**config.mk**
```make
export PLATFORM = sky130hd
export DESIGN_NAME = dma_engine
export DESIGN_NICKNAME = d
export VERILOG_FILES = /design/src/rtl/dma_pkg.sv /design/src/rtl/dma_rst_sync.sv /design/src/rtl/dma_addr_ctr.sv /design/src/rtl/dma_match.sv /design/src/rtl/dma_engine.sv
export SDC_FILE = /design/constraint.sdc
export NUM_CORES = 1
export LEC_CHECK = 0
export BUFFER_PORTS_ARGS = -buffer_cell sky130_fd_sc_hd__buf_2
export CORE_MARGIN = 1.5
export CORE_UTILIZATION = 54
export CTS_CLUSTER_SIZE = 40
export DETAILED_ROUTE_END_ITERATION = 16
export PLACE_DENSITY = 0.77
export SYNTH_ARGS = -nofsm -noshare
export SYNTH_HDL_FRONTEND = slang
export SYNTH_SLANG_ARGS = --single-unit
```
**constraint.sdc**
```tcl
create_clock -name clk -period 4.4 [get_ports clk]
set_input_delay 0.88 -clock clk [delete_from_list [all_inputs] [get_ports clk]]
set_output_delay 0.88 -clock clk [all_outputs]
set_load 0.02 [all_outputs]
```
**src/rtl/dma_pkg.sv**
```systemverilog
package dma_pkg;
  localparam int CFG_AW = 3;
  localparam logic [CFG_AW-1:0] RA_SRC  = 3'd0;
  localparam logic [CFG_AW-1:0] RA_DST  = 3'd1;
  localparam logic [CFG_AW-1:0] RA_LEN  = 3'd2;
  localparam logic [CFG_AW-1:0] RA_CTRL = 3'd3;
  localparam logic [CFG_AW-1:0] RA_PAT  = 3'd4;
  localparam logic [CFG_AW-1:0] RA_CMD  = 3'd5;

  typedef enum logic [1:0] {STEP_HOLD = 2'd0, STEP_UP = 2'd1, STEP_DOWN = 2'd2, STEP_RSVD = 2'd3} dma_step_e;
  typedef enum logic [1:0] {REL_BYTE = 2'd0, REL_BURST = 2'd1, REL_CONT = 2'd2, REL_RSVD = 2'd3} dma_rel_e;
  typedef enum logic [1:0] {OP_COPY0 = 2'd0, OP_COPY = 2'd1, OP_SCAN = 2'd2, OP_SCAN_COPY = 2'd3} dma_op_e;

  typedef struct packed {
    logic      restart;
    logic      dst_io;
    logic      src_io;
    dma_step_e dst_step;
    dma_step_e src_step;
    dma_rel_e  rel;
    dma_op_e   op;
  } dma_ctrl_t;

  localparam int CTRL_W = $bits(dma_ctrl_t);

  typedef enum logic [2:0] {ST_IDLE, ST_ARB, ST_RD, ST_WR, ST_NEXT, ST_REL} dma_state_e;
endpackage

```
**src/rtl/dma_rst_sync.sv**
```systemverilog
module dma_rst_sync #(
  parameter int STAGES = 2
) (
  input  logic clk,
  input  logic rst_n,
  output logic rst_sync_n
);
  logic [STAGES-1:0] sync_q;

  always_ff @(posedge clk or negedge rst_n) begin
    if (!rst_n) sync_q <= '0;
    else        sync_q <= {sync_q[STAGES-2:0], 1'b1};
  end

  assign rst_sync_n = sync_q[STAGES-1];
endmodule

```
**src/rtl/dma_addr_ctr.sv**
```systemverilog
module dma_addr_ctr
  import dma_pkg::*;
#(
  parameter int AW = 16
) (
  input  logic          clk,
  input  logic          rst_n,
  input  logic          load,
  input  logic          step,
  input  dma_step_e     mode,
  input  logic [AW-1:0] base,
  output logic [AW-1:0] addr
);
  localparam logic [AW-1:0] UNIT = AW'(1);
  logic [AW-1:0] addr_n;

  always_comb begin
    addr_n = addr;
    if (load) begin
      addr_n = base;
    end else if (step) begin
      case (mode)
        STEP_UP:   addr_n = addr + UNIT;
        STEP_DOWN: addr_n = addr - UNIT;
        default:   addr_n = addr;
      endcase
    end
  end

  always_ff @(posedge clk or negedge rst_n) begin
    if (!rst_n)             addr <= '0;
    else if (load || step)  addr <= addr_n;
  end
endmodule

```
**src/rtl/dma_match.sv**
```systemverilog
module dma_match #(
  parameter int DW = 8
) (
  input  logic [DW-1:0] data,
  input  logic [DW-1:0] value,
  input  logic [DW-1:0] mask,
  output logic          hit
);
  assign hit = ((data ^ value) & ~mask) == '0;
endmodule

```
**src/rtl/dma_engine.sv**
```systemverilog
module dma_engine
  import dma_pkg::*;
#(
  parameter int AW = 16,
  parameter int CW = 16,
  parameter int DW = 8,
  parameter int RW = 16
) (
  input  logic              clk,
  input  logic              rst_n,
  input  logic              cfg_we,
  input  logic [CFG_AW-1:0] cfg_addr,
  input  logic [RW-1:0]     cfg_wdata,
  input  logic              dev_rdy,
  output logic              bus_req,
  input  logic              bus_gnt,
  output logic [AW-1:0]     bus_addr,
  output logic              bus_io,
  output logic              bus_rd,
  output logic              bus_wr,
  output logic [DW-1:0]     bus_wdata,
  input  logic [DW-1:0]     bus_rdata,
  input  logic              bus_ack,
  output logic              busy,
  output logic              match_found,
  output logic              end_of_block,
  output logic [CW-1:0]     count_left
);
  localparam int NPORT = 2;
  localparam logic [CW-1:0] CNT_ONE = CW'(1);

  logic core_rst_n;
  dma_rst_sync #(.STAGES(2)) u_rst (.clk(clk), .rst_n(rst_n), .rst_sync_n(core_rst_n));

  // configuration buffers
  logic [AW-1:0] src_buf, dst_buf;
  logic [CW-1:0] len_buf;
  dma_ctrl_t     ctrl_q;
  logic [DW-1:0] pat_val, pat_mask;

  always_ff @(posedge clk or negedge core_rst_n) begin
    if (!core_rst_n) begin
      src_buf  <= '0;
      dst_buf  <= '0;
      len_buf  <= '0;
      ctrl_q   <= '0;
      pat_val  <= '0;
      pat_mask <= '0;
    end else if (cfg_we) begin
      case (cfg_addr)
        RA_SRC:  src_buf <= cfg_wdata[AW-1:0];
        RA_DST:  dst_buf <= cfg_wdata[AW-1:0];
        RA_LEN:  len_buf <= cfg_wdata[CW-1:0];
        RA_CTRL: ctrl_q  <= dma_ctrl_t'(cfg_wdata[CTRL_W-1:0]);
        RA_PAT: begin
          pat_val  <= cfg_wdata[DW-1:0];
          pat_mask <= cfg_wdata[2*DW-1:DW];
        end
        default: ;
      endcase
    end
  end

  // working state
  dma_state_e    state, state_n;
  logic [CW-1:0] cnt, cnt_n;
  logic [DW-1:0] data_q, data_n;
  logic          match_q, match_n, eob_q, eob_n;
  logic          load_ptrs;
  logic          start_cmd, do_copy, do_scan, byte_hit;

  // per-port address counters
  logic [AW-1:0] port_base [NPORT];
  logic [AW-1:0] port_addr [NPORT];
  dma_step_e     port_mode [NPORT];
  logic [NPORT-1:0] port_step;

  assign port_base[0] = src_buf;
  assign port_base[1] = dst_buf;
  assign port_mode[0] = ctrl_q.src_step;
  assign port_mode[1] = ctrl_q.dst_step;

  generate
    for (genvar p = 0; p < NPORT; p++) begin : g_port
      dma_addr_ctr #(.AW(AW)) u_ctr (
        .clk   (clk),
        .rst_n (core_rst_n),
        .load  (load_ptrs),
        .step  (port_step[p]),
        .mode  (port_mode[p]),
        .base  (port_base[p]),
        .addr  (port_addr[p])
      );
    end
  endgenerate

  dma_match #(.DW(DW)) u_match (.data(data_q), .value(pat_val), .mask(pat_mask), .hit(byte_hit));

  assign start_cmd = cfg_we && (cfg_addr == RA_CMD) && cfg_wdata[0] && (state == ST_IDLE);
  assign do_copy   = (ctrl_q.op != OP_SCAN);
  assign do_scan   = ctrl_q.op[1];

  // next-state logic
  always_comb begin
    dma_state_e cont_st;
    state_n   = state;
    cnt_n     = cnt;
    data_n    = data_q;
    match_n   = match_q;
    eob_n     = eob_q;
    load_ptrs = 1'b0;
    port_step = '0;
    bus_req   = 1'b0;
    bus_rd    = 1'b0;
    bus_wr    = 1'b0;
    bus_addr  = '0;
    bus_io    = 1'b0;
    bus_wdata = data_q;

    case (ctrl_q.rel)
      REL_BURST: cont_st = (dev_rdy && bus_gnt) ? ST_RD : ST_REL;
      REL_CONT:  cont_st = (dev_rdy && bus_gnt) ? ST_RD : ST_ARB;
      default:   cont_st = ST_REL;
    endcase

    case (state)
      ST_IDLE: begin
        if (start_cmd) begin
          match_n = 1'b0;
          if (len_buf == '0) begin
            eob_n = 1'b1;
          end else begin
            eob_n     = 1'b0;
            load_ptrs = 1'b1;
            cnt_n     = len_buf;
            state_n   = ST_ARB;
          end
        end
      end
      ST_ARB: begin
        bus_req = dev_rdy || (ctrl_q.rel == REL_CONT);
        if (bus_req && bus_gnt && dev_rdy) state_n = ST_RD;
      end
      ST_RD: begin
        bus_req  = 1'b1;
        bus_rd   = 1'b1;
        bus_addr = port_addr[0];
        bus_io   = ctrl_q.src_io;
        if (bus_ack) begin
          data_n  = bus_rdata;
          state_n = do_copy ? ST_WR : ST_NEXT;
        end
      end
      ST_WR: begin
        bus_req  = 1'b1;
        bus_wr   = 1'b1;
        bus_addr = port_addr[1];
        bus_io   = ctrl_q.dst_io;
        if (bus_ack) state_n = ST_NEXT;
      end
      ST_NEXT: begin
        bus_req      = 1'b1;
        port_step[0] = 1'b1;
        port_step[1] = do_copy;
        cnt_n        = cnt - CNT_ONE;
        if (do_scan && byte_hit) begin
          match_n = 1'b1;
          state_n = ST_IDLE;
        end else if (cnt == CNT_ONE) begin
          if (ctrl_q.restart) begin
            load_ptrs = 1'b1;
            cnt_n     = len_buf;
            state_n   = cont_st;
          end else begin
            eob_n   = 1'b1;
            state_n = ST_IDLE;
          end
        end else begin
          state_n = cont_st;
        end
      end
      ST_REL:  state_n = ST_ARB;
      default: state_n = ST_IDLE;
    endcase
  end

  always_ff @(posedge clk or negedge core_rst_n) begin
    if (!core_rst_n) begin
      state   <= ST_IDLE;
      cnt     <= '0;
      data_q  <= '0;
      match_q <= 1'b0;
      eob_q   <= 1'b0;
    end else begin
      state   <= state_n;
      cnt     <= cnt_n;
      data_q  <= data_n;
      match_q <= match_n;
      eob_q   <= eob_n;
    end
  end

  assign busy         = (state != ST_IDLE);
  assign match_found  = match_q;
  assign end_of_block = eob_q;
  assign count_left   = cnt;

  // assertions
  p_strobe_granted_r7: assert property (@(posedge clk) disable iff (!core_rst_n)
    (bus_rd || bus_wr) |-> (bus_req && bus_gnt));
  p_single_strobe_r7: assert property (@(posedge clk) disable iff (!core_rst_n)
    !(bus_rd && bus_wr));
  p_scan_no_write_r9: assert property (@(posedge clk) disable iff (!core_rst_n)
    (ctrl_q.op == OP_SCAN) |-> !bus_wr);
  p_match_ends_job_r9: assert property (@(posedge clk) disable iff (!core_rst_n)
    $rose(match_found) |-> !busy);
  p_eob_idle_r10: assert property (@(posedge clk) disable iff (!core_rst_n)
    $rose(end_of_block) |-> !busy);
  p_cont_holds_r6: assert property (@(posedge clk) disable iff (!core_rst_n)
    (busy && bus_req && ctrl_q.rel == REL_CONT) |=> (bus_req || !busy || ctrl_q.rel != REL_CONT));
  p_byte_gap_r4: assert property (@(posedge clk) disable iff (!core_rst_n)
    ($fell(bus_wr) && ctrl_q.rel == REL_BYTE) |=> !bus_req);
endmodule

```
Word level (Yosys, flattened, before mapping) --
Cells that the tools add are included.
Operators by class: $add $sub $neg 5, bitwise operators 3, mux-type cells 46, reductions and logical operators 33, eq/ne operators 27
Operator list (number):
- $mux 16 | 9
- $pmux 16 s2 | 4
- $sub 16x1->16 const B | 3
- $add 16x1->16 const B | 2
- $mux 3 | 10
- $ne 2x2->1 const B | 10
- $pmux 3 s6 | 1
- $eq 16x1->1 const B | 1
- $logic_not 16->1 | 1
- $mux 1 | 14
- $eq 3x2->1 const B | 4
- $eq 3x3->1 const B | 4
- $reduce_and 2->1 | 6
- $reduce_and 3->1 | 4
- $pmux 1 s2 | 5
- $reduce_and 5->1 | 2
- $reduce_bool 3->1 | 3
- $and 8x8->8 | 1
- $logic_not 8->1 | 1
- $not 8->8 | 1
- $xor 8x8->8 | 1
- $logic_and 1x1->1 | 7
- $eq 2x1->1 const B | 3
- $eq 2x2->1 const B | 3
- 7 further kinds | 14
Word-level totals: output and inout bits 47, bits in registers 138, input port bits 33, word-level logic and storage cells 134

Longest topological paths before layout --
Gate-level depths: netlist (run 1).
depth after elaboration 8, depth in mapped cells 12, mapped depth without buffers 12

Modules after synthesis --
Synthesis (run 1) repeated with hierarchy kept, for this count alone.
Unflattened totals: cells, all modules 755, area, all modules 7853.8 um^2
Modules (own cells, without submodules):
- dma_engine | cells each 409, seq. area each 2602.5 um^2, area an instance 4927.2 um^2, instances 1
- dma_addr_ctr | cells each 165, seq. area each 400.4 um^2, area an instance 1382.6 um^2, instances 2
- dma_match | cells each 13, seq. area each 0.0 um^2, area an instance 107.6 um^2, instances 1
- dma_rst_sync | cells each 3, seq. area each 50.0 um^2, area an instance 53.8 um^2, instances 1

Worst setup path after synthesis (run 1) --
No wires, ideal clock.
path kind reg-to-reg, start register ctrl_q[4] in the netlist's numbering, end register g_port[0].u_ctr.addr[9], path slack 1481 ps, period minus slack after synthesis 2919 ps, required time 4274 ps, setup time 126 ps, path buffers 0, data arrival time 2792 ps, cell stages (with the launch flop) 12, cell sequence dfrtp_1 -> inv_1 -> ha_1 -> ha_1 -> a21o_1 -> a21o_1 -> a2111oi_0 -> nor2_1 -> nor2_1 -> o21ai_0 -> xnor2_1 -> a221o_1
Between the ends: longest elaborated chain between the ends 4, elaborated cells between the ends (all ways) 7, those cells by class 2 x eq/ne; 3 x mux; 2 x reduce/logical
Ends and longest elaborated chain:
- start, declared | line dma_engine.sv:38 | dma_ctrl_t ctrl_q;
- start signal, assigned | line dma_engine.sv:54 | RA_CTRL: ctrl_q <= dma_ctrl_t'(cfg_wdata[CTRL_W-1:0]);
- $eq 2x2->1 / $eq 2x1->1 (equally long branches) | line dma_addr_ctr.sv:22 | case (mode)
- $pmux 16 s2 | line dma_addr_ctr.sv:22
- $mux 16 | line dma_addr_ctr.sv:21 | end else if (step) begin
- $mux 16 | line dma_addr_ctr.sv:19 | if (load) begin
- end signal, assigned | line dma_addr_ctr.sv:32 | else if (load || step) addr <= addr_n;
- end, declared | line dma_addr_ctr.sv:12 | output logic [AW-1:0] addr
Several ways; a longest one is shown, not always the timed one. The select of a mux whose other input is x is not followed. A chain may end at the register's enable or synchronous reset.

Worst setup path in the final report (run 1) --
Same ends and word-level chain as after synthesis.

==> results of run 1 <==
## cells by family after synthesis
family          Yosys count  share of synthesized area, %
compound gates          191                          14.5
xor+xnor                 33                          3.71
mux                     110                          15.5
simple gates            217                          13.4
flops                   138                          44.3
other cells               1                        0.0481
fa+ha+maj                35                          5.81
buf+inv                  53                          2.78
## power groups by stage
stage                     Sequential (µW)  Combinational [µW]  Clock (µW)
after floorplan                      2120                1870           0
after global placement               2110                2510           0
after detailed placement             2120                2550           0
after CTS                            2110                2590        1450
after global routing                 2170                2900        1510
final                                2120                2610        1440
## worst max-delay path: stages, from the launching register on
cell	delay [ns]
dfrtp_1	0.38
inv_1	0.07
ha_1	0.16
buf_4	0.26
ha_1	0.29
a21o_1	0.19
a21o_1	0.21
a2111oi_0	0.67
nor2_1	0.12
nor2_1	0.20
o21ai_0	0.16
xnor2_1	0.17
a221o_1	0.33
## final cells by class
class / instances / share of cell area [%]
inverter: 23 / 0.959
multi-input combinational: 587 / 46.1
clock inverter: 7 / 0.973
timing repair buffer: 91 / 5.39
clock buffer: 24 / 5.69
sequential: 138 / 38.4
tap: 180 / 2.50
## synthesized netlist by cell type (all sizes together), types with 10 or more instances
library cell | n | area [µm²]
a21o | 10 | 75.1
a21oi | 59 | 295
buf | 11 | 58.8
clkbuf | 19 | 71.3
dfrtp | 138 | 3450
ha | 33 | 413
inv | 23 | 86.3
mux2 | 84 | 946
mux2i | 26 | 260
nand2 | 57 | 216
nand3 | 12 | 60.1
nor2 | 61 | 229
nor2b | 10 | 62.6
nor3 | 29 | 145
nor4 | 12 | 90.1
o21ai | 68 | 340
xnor2 | 28 | 245
## registers in the layout, indices dropped and copies added (netlist names), 2 cells and up
| signal | count |
|---|---|
| pat_val | 8 |
| count_left | 16 |
| bus_wdata | 8 |
| pat_mask | 8 |
| g_port.u_ctr.addr | 32 |
| dst_buf | 16 |
| ctrl_q | 11 |
| len_buf | 16 |
| src_buf | 16 |
| state | 3 |
| u_rst.sync_q | 2 |
## routing by layer
metal,routed length [µm],vias up,track usage [%]
li1,-,2983,-
met1,8730,3136,38.7
met2,8860,255,41.7
met3,1360,33,5.49
met4,340,0,8.19
met5,0,-,0
## per-stage QoR
stage / utilization (%) / hold WS (ns) / setup slack [ns] / instance area [µm²] / cells
6_report: 64.3 / 0.239 / 1.08 / 9000 / 1050
5_1_grt: 64.3 / 0.235 / 0.931 / 9000 / 1050
4_1_cts: 64.3 / 0.224 / 1.15 / 9000 / 1050
3_5_place_dp: 60.1 / 0.339 / 1.17 / 8400 / 1019
3_3_place_gp: 60.1 / 0.335 / 1.22 / 8400 / 1019
2_1_floorplan: - / 0.331 / 0.270 / 7800 / 778
## worst paths after layout
| check | from | to | slack (ns) | cells past startpoint |
|---|---|---|---|---|
| max | ctrl_q[4]$_DFFE_PN0P_ | g_port[0].u_ctr.addr[9]$_DFFE_PN0P_ | 1.08 | 12 |
| min | rst_n | u_rst.sync_q[1]$_DFF_PN0_ | 0.24 | 1 |
| max reg2reg | ctrl_q[4]$_DFFE_PN0P_ | g_port[0].u_ctr.addr[9]$_DFFE_PN0P_ | 1.08 | 12 |
| max in group asynchronous | u_rst.sync_q[1]$_DFF_PN0_ | src_buf[5]$_DFFE_PN0P_ | 2.95 | 1 |
| min reg2reg | u_rst.sync_q[0]$_DFF_PN0_ | u_rst.sync_q[1]$_DFF_PN0_ | 0.35 | 0 |
| min in group clk | u_rst.sync_q[0]$_DFF_PN0_ | u_rst.sync_q[1]$_DFF_PN0_ | 0.35 | 0 |
==> results.md, run 1 <==
- Number of antenna violations at the first check in global routing: 0
- Run status: finished clean
- Tot GR Track Use: a little over a quarter
- P per Cell Area: between 600 and 700 mW/mm²
- Most frequent cells in the layout: dfrtp_1, mux2_2, buf_2
- Remaining DRCs: 0
- Unrepaired setup endpoints after global routing: no
- Setup Crit Path Kind: reg -> reg
- TNS Setup: 0 ns
- Maximum root-to-sink buffer count: 2
- Clk pwr share: a little under a quarter
- Crit path DAT: around 3.6 ns
- Int Power: 3720 µW
- Cts bufs inserted: 17
- Area of the multi-input gates: about 0.0041 mm²
- Total power: approximately 6200 µW
- Final slew viol count: 0
- Die width: about 120 µm
- Worst slew pin tran: 1.22 ns
- Core ar.: roughly 0.014 mm²
- DR WL/cell: 18.4 µm
- Sw Share: between 30% and 40%
- HPWL after detailed placement: between 10 and 15 mm
- Pleak: 0.00408 µW
- Worst-path clk slew: 0.05 ns
- Row count: 43
- Post-Synthesis Cells: between 700 and 800
- Via/cell ratio: around 6.1
- Setup Skew: 0.00731 ns
- Vias in the first global route: between 5000 and 6000
- CP endpoint kind: register
- Cts hold-fix bufs: 0
- Gr ovfl total: 0
- Primary FF master, synth: dfrtp_1
- EDFF count, synth: 0
- Detailed Route WL: between 15 and 20 mm
- Global-route wire length before repair: around 31 mm
- Fill count: between 1000 and 1500
- Storage cell area: ~0.0035 mm²
- Critical path launch point type: register
- Worst-Skew Late Latency: roughly 0.42 ns
- Post_cts resized: 0
- Via Count: about 6400
- Period utilization: between 70% and 80%
- H-tree lvl count: 4
- Worst path required time: approximately 4.7 ns
- Minimum clock period: approximately 3.3 ns
- Area Overhead vs Synth: 15.4%
- Die Ht: roughly 120 µm
- P_sw: 2440 µW
- Final hold vios: 0
- Yosys reg bits: between 100 and 150
- Die area: approximately 0.015 mm²
- Largest net degree at the start of global routing: 75
- Postcts setup bufs: 0
- PortBufs: ~80
- Worst-path maximum fanout: 16
- Post-synth net total: 846
- Most common cell after layout, fill and taps aside: dfrtp_1
- Sequential share of the synthesized area: 44.3%
- Ant. Diodes: 0
- CTS tree: done
- DRT antenna net count: 0
- Starting Density: 55.8%
- Yosys warns: 0
- Share of cells above drive strength 1: between 20% and 30%
- Hold Path Class: in -> async
- Sequential Power Share: between 30 and 40%
- MaxCap Viol Count: 0
- Initial DRT Pass Iterations: 7
- Final Wtd Congestion: between 0.9 and 1
- Syn Std Cell Area: 0.00780 mm²
- Combinational power share: 42.3%
- Final net count: around 930
- 1st-iter DRT viols: around 430
- CTS Sinks: 138
- Headroom to the max-slew limit: a little under a fifth
- Clock tree root buffer cell: clkbuf_16
- FFs w/ async S/R, synth: 100%
- Fmax: roughly 0.30 GHz
- Finish-stage setup viols: 0
- Synth Area per Inst: ~10 µm²
- Yosys cell types: between 50 and 60
- # IOs: 80
- Peak VDD IR: 0.348 mV
(Power assumes the default switching activity.)
==> inputs of run 2 (changes only) <==
--- a/config.mk
+++ b/config.mk
@@ -5,12 +5,13 @@
 export SDC_FILE = /design/constraint.sdc
 export NUM_CORES = 1
 export LEC_CHECK = 0
+export ABC_AREA = 1
 export BUFFER_PORTS_ARGS = -buffer_cell sky130_fd_sc_hd__buf_2
 export CORE_MARGIN = 1.5
-export CORE_UTILIZATION = 54
+export CORE_UTILIZATION = 55
 export CTS_CLUSTER_SIZE = 40
 export DETAILED_ROUTE_END_ITERATION = 16
-export PLACE_DENSITY = 0.77
+export PLACE_DENSITY = 0.78
 export SYNTH_ARGS = -nofsm -noshare
 export SYNTH_HDL_FRONTEND = slang
 export SYNTH_SLANG_ARGS = --single-unit
==> constraint.sdc (replaced) <==
create_clock -name clk -period 3 [get_ports clk]
set_input_delay 0.6 -clock clk [delete_from_list [all_inputs] [get_ports clk]]
set_output_delay 0.6 -clock clk [all_outputs]
set_load 0.02 [all_outputs]
==> run 2 against run 1 <==
Effect of this change:
- utilization down 0.88 points
- sequential share of layout area shrank 3.9 points
- total power increased by 44%
- non-clock buffer count is the same
- final cell count up 46%
- critical path depth is 5 lower
- via count up 30%
- sequential power rose by 38%
- design area is 11% higher
- die area up 11%
- flip-flop and latch count is the same
- critical path type is now reg -> out
- highest routed layer unchanged
==> results.md, run 2 <==
- # IOs: 80 (unchanged)
- Final Wtd Congestion: 0.916 (-0.46%)
- Core Util, Final: 63.5% (-0.88 points)
- Largest net degree at the start of global routing: 51 (-32%)
- Worst-path maximum fanout: 16 (unchanged)
- Initial DRT Pass Iterations: 6 (-1)
- Final hold vios: 0 (unchanged)
- Met3 Use GR: 5.37% (-0.12 points)
- Maximum root-to-sink buffer count: 2 (unchanged)
- Fmax: roughly 0.37 GHz
- Period utilization: between 90% and 100%
- Worst path required time: 2.40 ns (-2.29 ns)
- Global-route wire length before repair: 38.5 mm (+23%)
- Critical path's top delay family: buffers and inverters
- Die Ht: 130 µm (+5.1%)
- Final slew viol count: 0 (unchanged)
- CP endpoint kind: output port
- Clock tree root buffer cell: clkbuf_16
- Crit path DAT: 2.11 ns (-1.50 ns)
- Detailed Route WL: 23.7 mm (+23%)
- Share of cells above drive strength 1: 10.9% (-14 points)
- Buf/Inv on CP: 4 (+2)
- Yosys top cell area share: 39.2% (-5.0 points)
- Dominant cells by area after synthesis: dfrtp_1, nand2_1, inv_1
- HPWL after detailed placement: 17.0 mm (+25%)
- 1st-iter DRT viols: 665 (+55%)
- Die area: 0.0168 mm² (+11%)
- Sequential share of the synthesized area: 39.2% (-5.0 points)
- Synth Area per Inst: 7.11 µm² (-29%)
- Post-synth net total: 1307 (+54%)
- Pleak: 0.00551 µW (+35%)
- Synth top cells by count: nand2_1, inv_1, dfrtp_1
- H-tree lvl count: 4 (unchanged)
- Grt peak-use layer: met2
- Yosys warns: 0 (unchanged)
- Run status: finished clean
- Worst-path clk slew: 0.06 ns (about the same)
- Core ar.: 0.0158 mm² (+13%)
- Post_cts resized: 0 (unchanged)
- Ant. Diodes: 0 (unchanged)
- Via/cell ratio: 5.44 (-11%)
- Headroom to the max-slew limit: 40.4% (+22 points)
- Remaining DRCs: 0 (unchanged)
- Worst slew pin tran: 0.892 ns (-0.323 ns)
- TNS Setup: 0 ns (unchanged)
- Cts bufs inserted: 17 (unchanged)
- CTS tree: done
- CTS Sinks: 138 (unchanged)
- Primary FF master, synth: dfrtp_1
- Most common cell after layout, fill and taps aside: nand2_1
- Syn Std Cell Area: 0.00880 mm² (+13%)
- Met1 Usage GRT: 39.3% (+0.61 points)
- Total power: 8890 µW (+44%)
- Setup Crit Path Kind: reg -> out
- Area leader, netlist: dfrtp_1
- Post-Synthesis Cells: 1239 (+59%)
- Minimum clock period: 2.71 ns
- FFs w/ async S/R, synth: 100% (unchanged)
- Final net count: 1372 (+48%)
- DRT antenna net count: 0 (unchanged)
- DR WL/cell: 15.5 µm (-16%)
- Yosys reg bits: 138 (unchanged)
- Slowest CP cell: dfrtp_1
- Most frequent cell after synthesis: nand2_1
- Crit-path cells: nor2_1, inv_1, nor2_1, buf_4, inv_1, o21ai_0, buf_2
- Finish-stage setup viols: 0 (unchanged)
- Yosys cell types: 37 (-37%)
- Tot GR Track Use: 29.7% (+2.7 points)
- Hold Path Class: reg -> reg
- Area Overhead vs Synth: 13.7%
- Reg with most FFs: g_port.u_ctr.addr
- Most frequent cells in the layout: nand2_1, inv_1, dfrtp_1
- EDFF count, synth: 0 (unchanged)
- Row count: 46 (+7.0%)
- Starting Density: 55.8% (+0.063 points)
- Worst-Skew Late Latency: 0.42 ns (about the same)
- Via Count: 8344 (+30%)
- Peak VDD IR: 0.610 mV (+75%)
- Vias in the first global route: 7727 (+30%)
- PortBufs: 79 (unchanged)
- Number of antenna violations at the first check in global routing: 0 (unchanged)
- MaxCap Viol Count: 0 (unchanged)
- Setup Skew: 0.00610 ns (-0.00121 ns)
- R2R depth: 12 (unchanged)
- Critical path launch point type: register
- Met2 Track Usage GR: 49.4% (+7.8 points)
- P per Cell Area: 889 mW/mm² (+30%)
- Critical Path Stages: 7 (-5)
- Unrepaired setup endpoints after global routing: no
- Die width: 130 µm (+5.1%)
- Max FFs per register: 32 (unchanged)
- CP peak stage delay: 0.44 ns (-0.23 ns)
- Hold path cells: 0
- Gr ovfl total: 0 (unchanged)
- Fill count: 1455 (+32%)
-- run 2: routing by layer --
layer / vias to the layer above / share of wire, %
met5: - / 0
met1: 3871 / 44
met3: 55 / 6.3
met2: 301 / 47
met4: 0 / 2.8
li1: 4117 / -
-- run 2: layout make-up --
| type | count | area, µm² | area share (%) |
|---|---|---|---|
| sequential | 138 | 3460 | 34.5 |
| tap | 216 | 270 | 2.70 |
| inverter | 182 | 683 | 6.82 |
| clock buffer | 21 | 450 | 4.50 |
| clock inverter | 11 | 194 | 1.94 |
| multi-input combinational | 874 | 4430 | 44.3 |
| timing repair buffer | 91 | 526 | 5.25 |
-- run 2: timing repair --
| action | in CTS | in global routing |
|---|---|---|
| hold endpoints to repair | 2 | 0 |
| hold buffers | 1 | 0 |
| buffers inserted | 0 | 0 |
-- run 2: stage by stage --
| step | cells | hold slack, ns | setup slack (ns) | area (µm²) |
|---|---|---|---|---|
| floorplan | 1239 | 0.304 | 0.635 | 8800 |
| global placement | 1500 | 0.334 | 0.476 | 9360 |
| detailed placement | 1500 | 0.344 | 0.392 | 9360 |
| CTS | 1533 | 0.357 | 0.297 | 10000 |
| global route | 1533 | 0.359 | 0.153 | 10000 |
| finish | 1533 | 0.353 | 0.289 | 10000 |
-- run 2: path summary, 6_finish.rpt --
kind	from	endpoint	slack (ns)
min in group asynchronous	u_rst.sync_q[1]$_DFF_PN0_	bus_wdata[5]$_DFFE_PN0P_	0.38
max reg2reg	ctrl_q[6]$_DFFE_PN0P_	g_port[1].u_ctr.addr[15]$_DFFE_PN0P_	0.34
max in group asynchronous	u_rst.sync_q[1]$_DFF_PN0_	match_found$_DFFE_PN0P_	1.94
max	state[2]$_DFFE_PN0P_	bus_addr[15]	0.29
min reg2reg	u_rst.sync_q[0]$_DFF_PN0_	u_rst.sync_q[1]$_DFF_PN0_	0.35
min	u_rst.sync_q[0]$_DFF_PN0_	u_rst.sync_q[1]$_DFF_PN0_	0.35
-- run 2: cells by family (layout without fill, tap and decap cells) --
kind of cell	Yosys count	in the layout	synth area share [%]
AOI/OAI and AO/OA	134	134	8.36
xor gates and xnor gates	28	28	2.79
adders and majority gates	35	35	5.15
buffers and inverters	227	305	10.5
DFF	138	138	39.2
muxes	2	2	0.256
other	1	1	0.0426
and+or+nand+nor	674	674	33.7
-- run 2: where the power goes --
part / switching [µW] / internal, µW
logic: 2300 / 1350
clock network: 813 / 1500
registers: 542 / 2390
